===== config.mk =====
export PLATFORM = sky130hd
export DESIGN_NAME = vpulse_seq
export DESIGN_NICKNAME = d
export VERILOG_FILES = /design/src/rtl/vps_pkg.sv /design/src/rtl/vps_cfg_capture.sv /design/src/rtl/vps_pos_counter.sv /design/src/rtl/vps_toggle_unit.sv /design/src/rtl/vpulse_seq.sv
export SDC_FILE = /design/constraint.sdc
export NUM_CORES = 1
export LEC_CHECK = 0
export BUFFER_PORTS_ARGS = -buffer_cell sky130_fd_sc_hd__buf_2
export CAP_MARGIN = 20
export CORE_MARGIN = 3
export CORE_UTILIZATION = 40
export CTS_CLUSTER_SIZE = 14
export DETAILED_ROUTE_END_ITERATION = 12
export PLACE_DENSITY = 0.57
export SYNTH_ARGS = -nofsm -noshare
export SYNTH_HDL_FRONTEND = slang
export SYNTH_HIERARCHICAL = 1
export SYNTH_SLANG_ARGS = --single-unit

===== constraint.sdc =====
create_clock -name clk -period 6.69 [get_ports clk]
set_input_delay 2.007 -clock clk [delete_from_list [all_inputs] [get_ports clk]]
set_output_delay 2.007 -clock clk [all_outputs]
set_load 0.03 [all_outputs]

===== src/rtl/vps_pkg.sv =====
// Shared widths and configuration record for the vertical pulse sequencer.
package vps_pkg;
    localparam int POS_W   = 12;
    localparam int LEN_W   = 10;
    localparam int NUM_TOG = 3;

    typedef logic [POS_W-1:0] pos_t;
    typedef logic [LEN_W-1:0] len_t;

    typedef struct packed {
        logic                          start_pol;
        logic                          mult_en;
        logic                          sweep_en;
        len_t                          len;
        pos_t                          rep;
        logic [NUM_TOG-1:0][POS_W-1:0] tog;
    } seq_cfg_t;
endpackage


===== src/rtl/vps_cfg_capture.sv =====
// Configuration capture: on the start strobe, takes a snapshot of the
// register set. It also forms the effective unit length, which is never
// zero. Assumes load_i is a single-cycle strobe; values hold between loads.
module vps_cfg_capture
    import vps_pkg::*;
#(
    parameter int LEN_W_P = LEN_W
) (
    input  logic              clk,
    input  logic              rst_n,
    input  logic              load_i,
    input  seq_cfg_t          cfg_i,
    output seq_cfg_t          cfg_o,
    output logic [LEN_W_P-1:0] len_eff_o
);
    localparam logic [LEN_W_P-1:0] LEN_ONE = LEN_W_P'(1);

    seq_cfg_t              cfg_q;
    logic [LEN_W_P-1:0]    len_eff_q;

    // Snapshot the configuration and substitute 1 for a zero length.
    always_ff @(posedge clk) begin
        if (!rst_n) begin
            cfg_q     <= '0;
            len_eff_q <= LEN_ONE;
        end else if (load_i) begin
            cfg_q     <= cfg_i;
            len_eff_q <= (cfg_i.len == '0) ? LEN_ONE : LEN_W_P'(cfg_i.len);
        end
    end

    assign cfg_o     = cfg_q;
    assign len_eff_o = len_eff_q;
endmodule


===== src/rtl/vps_pos_counter.sv =====
// Position counter. In normal mode, pos counts pixels. In multiplier mode,
// a sub-counter runs from 0 to len-1. Each wrap advances pos, so pos then
// counts units. phase_zero_o marks the first pixel of each unit; it is
// always 1 in normal mode. Assumes len_eff_i is non-zero.
module vps_pos_counter
    import vps_pkg::*;
#(
    parameter int POS_W_P = POS_W,
    parameter int LEN_W_P = LEN_W
) (
    input  logic               clk,
    input  logic               rst_n,
    input  logic               clear_i,
    input  logic               run_i,
    input  logic               mult_i,
    input  logic [LEN_W_P-1:0] len_eff_i,
    output logic [POS_W_P-1:0] pos_o,
    output logic               phase_zero_o
);
    logic [POS_W_P-1:0] pos_q;
    logic [LEN_W_P-1:0] sub_q;
    logic               sub_last;

    // Sub-counter wrap point for the current unit length.
    always_comb sub_last = (sub_q == (len_eff_i - LEN_W_P'(1)));

    // Advance the pixel/unit counters; a clear has priority.
    always_ff @(posedge clk) begin
        if (!rst_n || clear_i) begin
            pos_q <= '0;
            sub_q <= '0;
        end else if (run_i) begin
            if (!mult_i) begin
                pos_q <= pos_q + POS_W_P'(1);
                sub_q <= '0;
            end else if (sub_last) begin
                pos_q <= pos_q + POS_W_P'(1);
                sub_q <= '0;
            end else begin
                sub_q <= sub_q + LEN_W_P'(1);
            end
        end
    end

    assign pos_o        = pos_q;
    assign phase_zero_o = (sub_q == '0);
endmodule


===== src/rtl/vps_toggle_unit.sv =====
// Toggle and end detection. Each toggle register with a non-zero value
// that equals the current position inverts the output. Matches are
// combined by parity. The end is flagged when the position equals the end
// register. Evaluation happens only while fire_en_i is high.
module vps_toggle_unit #(
    parameter int NUM_TOG_P = vps_pkg::NUM_TOG,
    parameter int POS_W_P   = vps_pkg::POS_W
) (
    input  logic                              clk,
    input  logic                              rst_n,
    input  logic                              start_i,
    input  logic                              start_pol_i,
    input  logic                              fire_en_i,
    input  logic [POS_W_P-1:0]                pos_i,
    input  logic [NUM_TOG_P-1:0][POS_W_P-1:0] tog_i,
    input  logic [POS_W_P-1:0]                rep_i,
    output logic                              vout_o,
    output logic                              end_hit_o
);
    logic [NUM_TOG_P-1:0] hit;
    logic                 flip;
    logic                 vout_q;

    for (genvar gi = 0; gi < NUM_TOG_P; gi++) begin : g_match
        // One comparator per toggle register; zero means unused.
        always_comb hit[gi] = fire_en_i && (tog_i[gi] != '0) && (pos_i == tog_i[gi]);
    end

    // Net inversion from all matching registers.
    always_comb flip = ^hit;

    // Output level: load polarity on start, otherwise apply inversions.
    always_ff @(posedge clk) begin
        if (!rst_n) begin
            vout_q <= 1'b0;
        end else if (start_i) begin
            vout_q <= start_pol_i;
        end else if (flip) begin
            vout_q <= ~vout_q;
        end
    end

    assign vout_o    = vout_q;
    assign end_hit_o = fire_en_i && (pos_i == rep_i);
endmodule


===== src/rtl/vpulse_seq.sv =====
// Top level of the vertical pulse sequencer. Captures the configuration on
// start and sequences one vertical clock output in normal or multiplier
// mode. It reports busy and a one-cycle done strobe. Assumes hd_i and
// start_i are synchronous to clk. A start during a running sequence
// restarts it.
module vpulse_seq
    import vps_pkg::*;
(
    input  logic        clk,
    input  logic        rst_n,
    input  logic        hd_i,
    input  logic        start_i,
    input  logic        cfg_start_pol,
    input  logic        cfg_mult_en,
    input  logic        cfg_sweep_en,
    input  logic [11:0] cfg_tog1,
    input  logic [11:0] cfg_tog2,
    input  logic [11:0] cfg_tog3,
    input  logic [9:0]  cfg_len,
    input  logic [11:0] cfg_rep,
    output logic        vout_o,
    output logic        busy_o,
    output logic        done_o
);
    seq_cfg_t cfg_d;
    seq_cfg_t cfg_q;
    len_t     len_eff;
    pos_t     pos;
    logic     phase_zero;
    logic     fire_en;
    logic     end_hit;
    logic     hd_clear;
    logic     busy_q;
    logic     done_q;

    // Gather the register inputs into the configuration record.
    always_comb begin
        cfg_d           = '0;
        cfg_d.start_pol = cfg_start_pol;
        cfg_d.mult_en   = cfg_mult_en;
        cfg_d.sweep_en  = cfg_sweep_en;
        cfg_d.len       = cfg_len;
        cfg_d.rep       = cfg_rep;
        cfg_d.tog       = {cfg_tog3, cfg_tog2, cfg_tog1};
    end

    // HD restarts counting only while running with sweep off.
    always_comb hd_clear = busy_q && hd_i && !cfg_q.sweep_en;

    // Toggles and the end are evaluated on the first pixel of a unit.
    always_comb fire_en = busy_q && phase_zero;

    vps_cfg_capture #(.LEN_W_P(LEN_W)) u_cfg (
        .clk       (clk),
        .rst_n     (rst_n),
        .load_i    (start_i),
        .cfg_i     (cfg_d),
        .cfg_o     (cfg_q),
        .len_eff_o (len_eff)
    );

    vps_pos_counter #(.POS_W_P(POS_W), .LEN_W_P(LEN_W)) u_cnt (
        .clk          (clk),
        .rst_n        (rst_n),
        .clear_i      (start_i || hd_clear),
        .run_i        (busy_q),
        .mult_i       (cfg_q.mult_en),
        .len_eff_i    (len_eff),
        .pos_o        (pos),
        .phase_zero_o (phase_zero)
    );

    vps_toggle_unit #(.NUM_TOG_P(NUM_TOG), .POS_W_P(POS_W)) u_tog (
        .clk         (clk),
        .rst_n       (rst_n),
        .start_i     (start_i),
        .start_pol_i (cfg_start_pol),
        .fire_en_i   (fire_en),
        .pos_i       (pos),
        .tog_i       (cfg_q.tog),
        .rep_i       (cfg_q.rep),
        .vout_o      (vout_o),
        .end_hit_o   (end_hit)
    );

    // Sequence control: start sets busy, the end drops it and pulses done.
    always_ff @(posedge clk) begin
        if (!rst_n) begin
            busy_q <= 1'b0;
            done_q <= 1'b0;
        end else if (start_i) begin
            busy_q <= 1'b1;
            done_q <= 1'b0;
        end else if (end_hit) begin
            busy_q <= 1'b0;
            done_q <= 1'b1;
        end else begin
            done_q <= 1'b0;
        end
    end

    assign busy_o = busy_q;
    assign done_o = done_q;
endmodule


# Yosys cells after proc, flatten, opt, wreduce, memory -nomap -nowiden
# Cells that the tools add are included.
# word_totals
register_bits	85
elab_cells	57
out_inout_bits	3
inputBits	65
# op_classes
eq_ne	6
add_sub_neg	3
reduce_logical	24
n_mux	10
n_bitwise	2
# op_table
op	n
== test 12 bit	4
nonzero test 12 bit	3
two-way mux 10 bit	3
two-way mux 12 bit	2
zero test 10 bit	2
adder 12 x 1 -> 12 bit, second input constant	1
adder 10 x 1 -> 10 bit, second input constant	1
== test 10 bit	1
logical AND 1 bit	10
subtractor 10 x 1 -> 10 bit, second input constant	1
two-way mux 1 bit	5
nonzero test 2 bit	2
parity 3 bit	1
zero test 1 bit	2
logical OR 1 bit	2
!= test 2 x 1 -> 1 bit, second input constant	1
inverter 1 bit	2
AND reduction 2 bit	1
OR reduction 2 bit	1

# Logic depth before layout (Yosys ltp)
# Gate-level depths: netlist of run 1.
# logic_depth
depth_word	7
depth_mapped	12
depth_no_buf	9

# By module
# Netlist of run 1, hierarchy kept.
# modules_own_cells
module	n_inst	seq_area_each_um2	cells_each	area_each_um2
vps_cfg_capture	1	1421.4	243	2721.4
vps_pos_counter	1	440.4	187	1503.9
vps_toggle_unit	1	20.0	89	710.7
vpulse_seq	1	40.0	9	81.3

# Least setup slack after synthesis of run 1
# Ideal clock, no wire load.
# synth_timing
path_type	input port to flip-flop
start	input hd_i
end	register u_cnt.sub_q[4]
path_slack_ps	3888
path_stages	4
required_ps	6612
arrival_time_ps	2724
n_path_buf	1
setup_time_ps	78
cell_sequence	a31o_1 -> nand2b_1 -> clkbuf_1 -> nor3_1
# synth_between
elab_chain_len	4
# synth_rtl
element	line_no	source
start, declared	vpulse_seq.sv:11	input logic hd_i,
logical AND 1 bit (2 in series)	vpulse_seq.sv:48	always_comb hd_clear = busy_q && hd_i && !cfg_q.sweep_en;
logical OR 1 bit	vpulse_seq.sv:65	.clear_i (start_i || hd_clear),
logical OR 1 bit	vps_pos_counter.sv:29	if (!rst_n || clear_i) begin
end signal, assigned	vps_pos_counter.sv:40	sub_q <= sub_q + LEN_W_P'(1);
end, declared	vps_pos_counter.sv:21	logic [LEN_W_P-1:0] sub_q;
# No other way between the ends.
# A chain may end at the register's enable or synchronous reset.

# Worst setup path after layout of run 1
# layout_timing
start	input rst_n
end	register u_cnt.pos_q[0] (netlist: u_cnt/pos_o[0])
# layout_between
elab_chain_len	2
# layout_rtl
element	line_no	source
start, declared	vpulse_seq.sv:10	input logic rst_n,
zero test 1 bit	n/a	
logical OR 1 bit	vps_pos_counter.sv:29	
end signal, assigned	vps_pos_counter.sv:34	pos_q <= pos_q + POS_W_P'(1);
end signal, assigned	vps_pos_counter.sv:37	pos_q <= pos_q + POS_W_P'(1);
end, declared	vps_pos_counter.sv:20	logic [POS_W_P-1:0] pos_q;
# No other way between the ends.

==> out/qor.yml, run 1 <==
outcome: "finished, final reports clean"
peakVddDrop_mv: 0.1941
wl_um: 10600
die_x_um: 113.7
hold_viol: 0
first_pass_iters: 4
fin_tns_setup_ps: 0
num_vias: 3572
portBuffers: 67
grt_use_total: 0.1668
post_cts_resize_count: 0
cts_tree: "built"
drc_errors: 0
layout_commonest_cell: "dfxtp_1"
placementRows: 38
numCtsBuffers: 9
die_y_um: 113.7
syn_to_final_growth_pct: 12.73
cts_setup_buffers: 0
synthCells: 495
grt_pass1_wl_um: 17310
netlist_area_um2: 4641
core_um2: 11080
cap_violations: 0
pwr_density_cell_nw_per_um2: 221.8
grt_pass1_vias: 3398
num-nets-final: 616
path_clk_slew_ps: 60
layout-drive-gt1-share: 0.1703
postRouteAntennaNets: 0
die_area_um2: 12930
io-pin-count: 68
crit_arrival_ps: 3890
finalCriticalPeriod_ps: 3632
dp_hpwl_um: 7398
cp-start-kind: "primary input"
grt_max_degree: 66
fin_crit_sh: 0.5429
cts_root_buf: "clkbuf_16"
grt-ovfl-total: 0
cts.hold.buffers_added: 0
grt_use_met3: 0.04775
use_met2: 0.2501
setup_violations: 0
grtUsageMet1: 0.2387
dp_cells: 676
leakagePower_nw: 2.162
yosys_warnings: 6
clk-insertion-delay-late_ps: 330
syn_avg_cell_area_um2: 9.375
place_congestion: 0.7656
cts_buffer_depth: 2
viasPerCell: 5.162
end_kind: "flop"
hold_path_class: "flop to flop"
rsz0062_at_grt: "no"
htreeDepth: 3
worstMarginPinSlew_ps: 910.3
drv_slew: 0
synthesis.nets: 564
cts.sinks: 85
start_util: 0.4189
wl_per_cell_um: 15.32
initialDrtViolationCount: 155
crit_type: "primary input to flop"
relSlewSlack: 0.3931
finClkSkew_ps: 5.693
mostFrequentLayoutCells: "85 x dfxtp_1, 66 x buf_2, 54 x nor2b_1"
stdcell_count: 692
max_clock_freq_mhz: 275.3
crit_required_ps: 6950
n_antenna_cell: 0
grt_antenna_before_repair: 0
crit_path_max_fanout: 65
top_usage_layer: "met2"
[critical path, stage by stage]
cell      delay (ps)
buf_2            670
nand2b_1         660
nor4_1           380
o21bai_1         140
[routing by layer]
metal / vias up / part of all wire
met3: 6 / 0.049
met5: - / 0
met1: 1635 / 0.50
met4: 0 / 0.0090
li1: 1846 / -
met2: 85 / 0.45
[layout make-up]
cell class	instances	area, um^2
sequential	85	1702
tap	140	175.2
inverter	8	30.03
multi-input combinational	375	2700
clock inverter	4	22.52
timing repair buffer	68	345.3
fill	1079	5847
clock buffer	12	256.5
[sequential cells by signal (all words and copies together) (netlist names)]
name             count
busy_o               1
u_tog/vout_o         1
done_o               1
u_cnt/sub_q         10
u_cnt/pos_o         12
u_cfg/len_eff_o     10
u_cfg/cfg_o         50
[through the flow]
step                        util  worst slack [ps]  total power [mW]  cell area (um^2)  hold slack (ps)
after global placement    0.4470              2655            0.7093              4952            489.0
after CTS                 0.4722              3012             1.175              5231            499.6
after global routing      0.4722              2747             1.217              5231            521.5
after detailed placement  0.4470              2667            0.7132              4952            489.9
after floorplan                -              3888            0.6752              4641            460.9
final                     0.4722              3058             1.160              5231            495.1
[path summary, 6_finish.rpt]
kind	from	end	slack, ps	cells after the start
setup / recovery	rst_n	u_cnt/pos_o[0]	3060	4
hold / removal	u_cfg/len_eff_o[9]	u_cfg/len_eff_o[9]	500	2
setup reg to reg	u_cfg/len_eff_o[0]	u_cnt/pos_o[11]	3640	9
hold reg to reg	u_cfg/len_eff_o[9]	u_cfg/len_eff_o[9]	500	2
[report_power, final]
group	leakage, nW	internal (mW)	total, mW	switching [mW]
Combinational	1.33	0.0727	0.146	0.0733
Sequential	0.697	0.529	0.555	0.0260
Clock	0.138	0.270	0.459	0.189
Note: power is estimated with default switching activity, not from simulation.
==> inputs of run 2 (changes only) <==
- ABC_AREA: not set -> 1
- PLACE_DENSITY: 0.57 -> 0.59
- clock period: 6.69 -> 3.2 ns (I/O delays scaled with it)
==> out/qor.yml, run 2 <==
viasPerCell: 4.796
crit_type: "flop to flop"
peakVddDrop_mv: 0.2703
num-nets-final: 885
setup_violations: 0
crit_arrival_ps: 2830
end_kind: "flop"
path_clk_slew_ps: 60
first_pass_iters: 6
regArea_um2: 1702
layout-drive-gt1-share: 0.1866
cp_cell_sequence: "inv_1, ha_1, nand2_1, nor4_1, nand2_1, inv_1, inv_1, a211oi_1, nand3_1, nor4_1, nand2_2, nand2_2, nor2_2"
relSlewSlack: 0.4527
grt_antenna_before_repair: 0
placed_cell_area_um2: 5319
drv_slew: 0
finalCriticalPeriod_ps: 2579
cts_tree: "built"
synthCells: 761
hold_path_class: "flop to flop"
yosys_warnings: 6
placementRows: 40
path_buf_inv: 3
core_um2: 12060
clk-insertion-delay-late_ps: 350
grt_pass1_vias: 4509
largest_reg_flops: 50
worstMarginPinSlew_ps: 813.4
fin_crit_sh: 0.8060
htreeDepth: 3
io-pin-count: 68
cap_violations: 0
synthesis.nets: 830
critPathMaxStageDelay_ps: 630
start_util: 0.4113
cts.sinks: 85
n_fill_cell: 1293
drc_errors: 0
finClkSkew_ps: 6.760
netlist_area_um2: 4961
num_vias: 4738
place_congestion: 0.8833
postRouteAntennaNets: 0
portBuffers: 67
n_antenna_cell: 0
cp-start-kind: "flop"
crit_path_frequent_cell: "inv_1"
rsz0062_at_grt: "no"
grt-ovfl-total: 0
die_x_um: 117.4
grt_pass1_wl_um: 22090
syn_to_final_growth_pct: 12.99
wl_um: 12900
multi_input_area_um2: 2729
syn_avg_cell_area_um2: 6.519
cp_slowest_cell: "nor4_1"
layout_commonest_cell: "nand2_1"
cts_buffer_depth: 2
critPathTopFamily: "simple AND/OR/NAND/NOR gates"
fin_tns_setup_ps: 0
dp_hpwl_um: 9396
numCtsBuffers: 9
fin_hold_ws_ps: 492.6
outcome: "finished, final reports clean"
wl_per_cell_um: 13.06
die_area_um2: 13770
cts.hold.buffers_added: 0
leakagePower_nw: 2.498
post_cts_resize_count: 0
fin_area_um2: 5605
grt_use_total: 0.1949
grt_max_degree: 64
hold_viol: 0
mostFrequentLayoutCells: "172 x nand2_1, 168 x nor2_1, 85 x dfxtp_1"
initialDrtViolationCount: 325
crit_path_max_fanout: 4
cts_root_buf: "clkbuf_16"
max_clock_freq_mhz: 387.7
die_y_um: 117.4
pwr_density_cell_nw_per_um2: 450.8
cts_setup_buffers: 0
crit_required_ps: 3450
[run 2: worst paths after layout]
kind	start	endpoint	slack (ps)	cells after the start
setup / recovery	u_cnt/sub_q[0]	busy_o	620	13
hold / removal	u_cfg/len_eff_o[9]	u_cfg/len_eff_o[9]	490	2
setup reg to reg	u_cnt/sub_q[0]	busy_o	620	13
hold reg to reg	u_cfg/len_eff_o[9]	u_cfg/len_eff_o[9]	490	2
[run 2: area by class of cell]
class	instances	share of cell area
tap	168	0.03750
multi-input combinational	566	0.4868
clock buffer	13	0.04821
sequential	85	0.3036
inverter	84	0.05714
timing repair buffer	70	0.06384
clock inverter	2	0.002902
[run 2: report_power, final]
part / internal [mW] / leakage, nW / total (mW) / switching (mW)
clock network: 0.588 / 0.138 / 1.01 / 0.424
registers: 1.11 / 0.701 / 1.17 / 0.0545
logic: 0.138 / 1.66 / 0.347 / 0.210
total: 1.84 / 2.50 / 2.53 / 0.689
[run 2: stage by stage]
stage,worst slack (ps),utilization,total power [mW],std cells
finish,620.9,0.4647,2.527,988
CTS,658.8,0.4647,2.563,988
global route,451.4,0.4647,2.666,988
global placement,626.9,0.4410,1.532,973
floorplan,1245,-,1.445,761
detailed placement,682.0,0.4410,1.537,973
[run 2: worst register-to-register path, cell delays in order (launching register included)]
cell and delay (ps):
dfxtp_1 340, inv_1 170, ha_1 170, nand2_1 50, nor4_1 220, nand2_1 90, inv_1 110, inv_1 110
a211oi_1 230, nand3_1 100, nor4_1 630, nand2_2 130, nand2_2 90, nor2_2 30
[run 2: metal layers]
metal,vias up,routed length [um],part of all wire,GRT usage
li1,2485,-,-,-
met1,2124,6489,0.50,0.2817
met2,114,5528,0.43,0.2937
met3,15,689,0.053,0.03809
met4,0,192,0.015,0.06012
met5,-,0,0,0
